### src/rtl/arb_pkg.sv
package arb_pkg;
  localparam int unsigned NUM_REQ = 3;
  localparam int unsigned REQ_PCI = 0;
  localparam int unsigned REQ_OUT = 1;
  localparam int unsigned REQ_IN  = 2;
  typedef logic [NUM_REQ-1:0] vec_t;
endpackage

### src/rtl/arb_pair_pick.sv
// Two-way alternating pick; turn flag updates only on upd_i.
module arb_pair_pick #(
  parameter bit RST_PREF_A = 1'b1
) (
  input  logic clk_i,
  input  logic rst_ni,
  input  logic req_a_i,
  input  logic req_b_i,
  input  logic upd_i,
  output logic pick_a_o,
  output logic pick_b_o
);
  logic pref_a_q;

  assign pick_a_o = req_a_i & (pref_a_q | ~req_b_i);
  assign pick_b_o = req_b_i & (~pref_a_q | ~req_a_i);

  always_ff @(posedge clk_i or negedge rst_ni) begin
    if (!rst_ni)    pref_a_q <= RST_PREF_A;
    else if (upd_i) pref_a_q <= pick_b_o; // loser gets the next turn
  end
endmodule

### src/rtl/arb_gnt_reg.sv
module arb_gnt_reg
  import arb_pkg::*;
(
  input  logic clk_i,
  input  logic rst_ni,
  input  vec_t nxt_i,
  input  logic done_i,
  output vec_t gnt_o,
  output logic idle_o
);
  vec_t gnt_q;

  assign idle_o = (gnt_q == '0);
  assign gnt_o  = gnt_q;

  always_ff @(posedge clk_i or negedge rst_ni) begin
    if (!rst_ni)                gnt_q <= '0;
    else if (idle_o)            gnt_q <= nxt_i;
    else if (done_i)            gnt_q <= '0;
  end
endmodule

### src/rtl/hier_master_arb.sv
module hier_master_arb
  import arb_pkg::*;
#(
  parameter bit RST_PREF_PCI = 1'b1,
  parameter bit RST_PREF_OUT = 1'b1
) (
  input  logic               clk_i,
  input  logic               rst_ni,
  input  logic [NUM_REQ-1:0] req_i,
  input  logic               done_i,
  output logic [NUM_REQ-1:0] gnt_o
);
  logic dma_any, idle, issue;
  logic pick_pci, pick_dma, pick_out, pick_in;
  vec_t nxt;

  assign dma_any = req_i[REQ_OUT] | req_i[REQ_IN];
  assign issue   = idle & (|req_i);

  // upper level: PCI vs DMA group
  arb_pair_pick #(.RST_PREF_A(RST_PREF_PCI)) i_lvl_top (
    .clk_i, .rst_ni,
    .req_a_i (req_i[REQ_PCI]),
    .req_b_i (dma_any),
    .upd_i   (issue),
    .pick_a_o(pick_pci),
    .pick_b_o(pick_dma)
  );

  // lower level: outbound vs inbound DMA
  arb_pair_pick #(.RST_PREF_A(RST_PREF_OUT)) i_lvl_dma (
    .clk_i, .rst_ni,
    .req_a_i (req_i[REQ_OUT]),
    .req_b_i (req_i[REQ_IN]),
    .upd_i   (issue & pick_dma),
    .pick_a_o(pick_out),
    .pick_b_o(pick_in)
  );

  always_comb begin
    nxt          = '0;
    nxt[REQ_PCI] = pick_pci;
    nxt[REQ_OUT] = pick_dma & pick_out;
    nxt[REQ_IN]  = pick_dma & pick_in;
  end

  arb_gnt_reg i_gnt (
    .clk_i, .rst_ni,
    .nxt_i (nxt),
    .done_i,
    .gnt_o,
    .idle_o(idle)
  );
endmodule

### config.mk
export PLATFORM = sky130hd
export DESIGN_NAME = hier_master_arb
export DESIGN_NICKNAME = d
export VERILOG_FILES = /design/src/rtl/arb_pkg.sv /design/src/rtl/arb_pair_pick.sv /design/src/rtl/arb_gnt_reg.sv /design/src/rtl/hier_master_arb.sv
export SDC_FILE = /design/constraint.sdc
export NUM_CORES = 1
export LEC_CHECK = 0
export ABC_AREA = 1
export BUFFER_PORTS_ARGS = -buffer_cell sky130_fd_sc_hd__buf_4
export CAP_MARGIN = 20
export CELL_PAD_IN_SITES_DETAIL_PLACEMENT = 0
export CELL_PAD_IN_SITES_GLOBAL_PLACEMENT = 2
export CORE_MARGIN = 2
export CORE_UTILIZATION = 23
export CTS_CLUSTER_DIAMETER = 100
export CTS_CLUSTER_SIZE = 12
export DETAILED_ROUTE_END_ITERATION = 12
export PLACE_DENSITY = 0.76
export SKIP_LAST_GASP = 1
export SLEW_MARGIN = 40
export SYNTH_ARGS = -nofsm -noshare
export SYNTH_HDL_FRONTEND = slang
export SYNTH_HIERARCHICAL = 1
export SYNTH_SLANG_ARGS = --single-unit
### constraint.sdc
create_clock -name clk_i -period 1.1 [get_ports clk_i]
set_input_delay 0.165 -clock clk_i [delete_from_list [all_inputs] [get_ports clk_i]]
set_output_delay 0.165 -clock clk_i [all_outputs]
set_load 0.005 [all_outputs]
# After elaboration in Yosys (flattened, before gate mapping)
# Index checks and enable logic that the tools add are counted.
[op_classes] addsub=0 n_mul=0 n_div=0 n_lt_le_gt_ge=0 n_eq_ne=0 n_shift=0 muxes=2 n_bitwise=19 reduce_logical=3
[ops] cell="AND 1 bit" n=8
[ops] cell="2-to-1 mux 3 bit" n=2
[ops] cell="NOT 1 bit" n=6
[ops] cell="OR 1 bit" n=5
[ops] cell="logical NOT 3 bit" n=1
[ops] cell="OR reduction 3 bit" n=1
[ops] cell="nonzero test 2 bit" n=1
[totals] regBits=5 latchBits=0 mem_bits_rw=0 rom_bits=0 input_bits=6 output_inout_bits=3 memories=0

# Longest topological paths before layout
[depth] ltp_word=5 ltp_mapped=8 ltp_nobuf=8

# Modules after synthesis
# Netlist, hierarchy kept.
[modules_own_cells] module="arb_gnt_reg" n_inst=1 cells_per_inst=16 area_each_um2=131.4 seq_area_each_um2=75.1
[modules_own_cells] module="arb_pair_pick" n_inst=2 cells_per_inst=9 area_each_um2=63.8 seq_area_each_um2=26.3
[modules_own_cells] module="hier_master_arb" n_inst=1 cells_per_inst=13 area_each_um2=53.8 seq_area_each_um2=0.0

# Worst setup path after synthesis
# Ideal clock, no wire load.
[synth_timing] kind="flip-flop to flip-flop" from="register i_lvl_top.pref_a_q" to="register i_gnt.gnt_q[1], in the netlist i_gnt/gnt_o[1]" setup_time_ns=0.117 arrival_time_ns=0.897 required_time_ns=0.983 path_slack_ns=0.085 stages_incl_launch_ff=7 path_buffers=0 path_cell_list="dfstp_2 -> nand2_1 -> and2_1 -> nand2_1 -> inv_1 -> nand3_1 -> nand2_1"
[synth_between] elab_chain_cells=5
[synth_rtl] item="from (decl)" line="arb_pair_pick.sv:13" text="logic pref_a_q;"
[synth_rtl] item="from (signal assigned)" line="arb_pair_pick.sv:20" text="else if (upd_i) pref_a_q <= pick_b_o;"
[synth_rtl] item="NOT 1 bit" line="arb_pair_pick.sv:16" text="assign pick_b_o = req_b_i & (~pref_a_q | ~req_a_i);"
[synth_rtl] item="OR 1 bit" line="arb_pair_pick.sv:16"
[synth_rtl] item="AND 1 bit" line="arb_pair_pick.sv:16"
[synth_rtl] item="named net pick_dma" line="hier_master_arb.sv:14" text="logic pick_pci, pick_dma, pick_out, pick_in;"
[synth_rtl] item="AND 1 bit" line="hier_master_arb.sv:43" text="nxt[REQ_OUT] = pick_dma & pick_out;"
[synth_rtl] item="named net nxt[1]" line="hier_master_arb.sv:15" text="vec_t nxt;"
[synth_rtl] item="2-to-1 mux 3 bit" line="arb_gnt_reg.sv:18" text="else if (idle_o) gnt_q <= nxt_i;"
[synth_rtl] item="to (signal assigned)" line="arb_gnt_reg.sv:18"
[synth_rtl] item="to (decl)" line="arb_gnt_reg.sv:11" text="vec_t gnt_q;"
# The timed path passes the listed nets, and every way through them passes these cells.
# A chain may end at the register's enable or synchronous reset.

# Final worst setup path
# Ends and elaborated chain as after synthesis.

==> metrics.yaml <==
die:
  num_rows: 13
  ios: 9
  fp.dieArea_mm2: 0.00167
  die-width_um: 40.9
  die_h_um: 40.9
  core_mm2: 0.00128
  initial_core_util: 0.243
sta:
  drv_slew: 0
  fin_hold_ws_ps: 182
  rsz0062_at_grt: "yes"
  setup_viol: 0
  tightest_slew_ps: 178
  max_freq_ghz: 0.938
  relSlewSlack: 0.881
  min_period_ps: 1070
  finClkSkew_ps: 2.82
  fin_crit_sh: 0.969
  hold_viol_final: 0
clock_tree:
  h-tree-depth: 1
  cts_inserted_buffers: 3
  clk_path_buf_depth: 2
  clk_latency_ps: 240
  numClockSinks: 5
  clkTransAtPathRegs_ps: 40
  root_buffer: "clkbuf_4"
  cts_tree: "yes"
route:
  ant_nets: 0
  drc: 0
  vias: 303
  drtPass1Iterations: 3
  wire_per_inst_um: 7.72
  drt_wl_total_um: 610
  viasPerCell: 3.84
  drt-initial-drc-count: 4
pwr:
  leakagePower_nw: 0.277
  cellPowerDensity_mw_per_mm2: 2460
  ir_worst_vdd_mv: 0.953
placement:
  dp_hpwl_um: 517
  gp_congestion: 0.648
  placed_cells: 74
  portBuffers: 8
  dpl-instance-area_um2: 422
global_route:
  grt_pass1_vias: 276
  antenna_found_initial: 0
  busiest_layer: "met2"
  use_met2: 0.152
  met3_usage: 0.0326
  grt_max_degree: 6
  grt.overflow.total: 0
  grt_pass1_wl_um: 1040
  grtUsageMet1: 0.127
  grt_use_total: 0.101
setup_path:
  critPathMaxFanout: 3
  critPathMaxStageDelay_ps: 520
  r2r_cells: 6
  critical_path_class: "flip-flop to flip-flop"
  startpoint_type: "flip-flop"
  cpMostUsedCell: "nand2_1"
  required_ps: 1220
  path_cells: "nand2_1, and2_4, nand2_1, inv_1, nand3_1, nand2_1"
  slowest_stage: "dfstp_2"
  arrival_ps: 1180
  setup.worst_path.end_class: "flip-flop"
synthesis:
  synth_top_cells_by_area: "dfrtp_1 (24%), nand2_1 (18%), dfstp_2 (17%)"
  synthCells: 47
  synthesis.nets: 53
  syn_area_um2: 313
  synth_top_area_frac: 0.240
  yosysTopAreaCell: "dfrtp_1"
  avgSynthCellArea_um2: 6.66
  synth_warnings: 6
  synth_seq_area_share: 0.408
  ys_ff_latch: 5
  synth.distinct_cells: 11
layout:
  syn2layout_area_growth_pct: 48.8
  layout_common_cells: "nand2_1 (15), inv_1 (12), buf_4 (12), nand3_1 (5)"
  seq_area_um2: 128
  final_common_cell: "nand2_1"
  antenna_cells: 0
  nFillCells: 145
  final_area_um2: 465
  num-nets-final: 71
  fin_cells: 79
  layout-drive-gt1-share: 0.344
  multi_input_area_um2: 148
job:
  drv_cap: 0
worst_hold_path:
  hold-path-cell-count: 3
  hp-class: "input pin to flip-flop"
status:
  outcome: "complete, no violations"
routing by layer:
metal | wire length, um | vias up
met1 | 285 | 128
li1 | - | 173
met3 | 11 | 0
met2 | 313 | 2
met4 | 0 | 0
met5 | 0 | -
per-stage QoR:
stage           util  setup TNS, ps  power, mW  worst slack [ps]
6_report       0.362              0       1.14              33.9
5_1_grt        0.362          -62.5       1.28             -41.4
4_1_cts        0.356              0       1.15              1.93
3_5_place_dp   0.328              0      0.925              15.3
3_3_place_gp   0.328              0      0.928              3.17
2_1_floorplan      -              0      0.660              85.4
report_power, final:
| group | internal [mW] | switching, mW | leakage [nW] |
|---|---|---|---|
| clock network | 0.137 | 0.0703 | 0.0150 |
| logic | 0.301 | 0.285 | 0.202 |
| registers | 0.297 | 0.0526 | 0.0602 |
repair_timing:
| action | in CTS | in global routing |
|---|---|---|
| buffers inserted | 0 | 0 |
| endpoints found under the setup margin | 0 | 4 |
| endpoints found under the hold margin | 5 | 0 |
| gates resized for setup | 0 | 2 |
| hold buffers | 1 | 0 |
final timing paths:
check	endpoint	slack (ps)	from
worst min-delay path	i_lvl_dma/pref_a_q	180	req_i[2]
max in group asynchronous	i_lvl_dma/pref_a_q	630	rst_ni
worst min register to register	i_lvl_dma/pref_a_q	480	i_lvl_dma/pref_a_q
worst max-delay path	i_gnt/gnt_o[1]	30	i_lvl_top/pref_a_q
worst max register to register	i_gnt/gnt_o[1]	30	i_lvl_top/pref_a_q
min in group asynchronous	i_gnt/gnt_o[1]	280	rst_ni
critical path: cells and delay by family, from the launching register on:
kind	cells	cell delay, ps
DFF	1	520
and+or+nand+nor	5	380
buffers and inverters	1	40
registers in the layout, indices dropped and copies added (netlist names):
register,count
i_gnt/gnt_o,3
i_lvl_dma/pref_a_q,1
i_lvl_top/pref_a_q,1
synthesized netlist by cell type, drive strengths merged:
master / number
nand3: 5
nor3: 1
nor2: 4
dfrtp: 3
a21boi: 2
dfstp: 2
nand2: 16
inv: 12
and2: 2
logic make-up after synthesis:
kind of cell,Yosys count,share of synthesized area
compound gates,2,0.0480
simple gates,28,0.400
flops,5,0.408
buf+inv,12,0.144
final cells by class:
type                    count  share of cell area
multi-input cells          30               0.317
flip-flops and latches      5               0.274
repair buffers             13               0.215
inverters                  12              0.0968
clock buffers               4              0.0565
well taps                  15              0.0403
(Power assumes the default switching activity.)
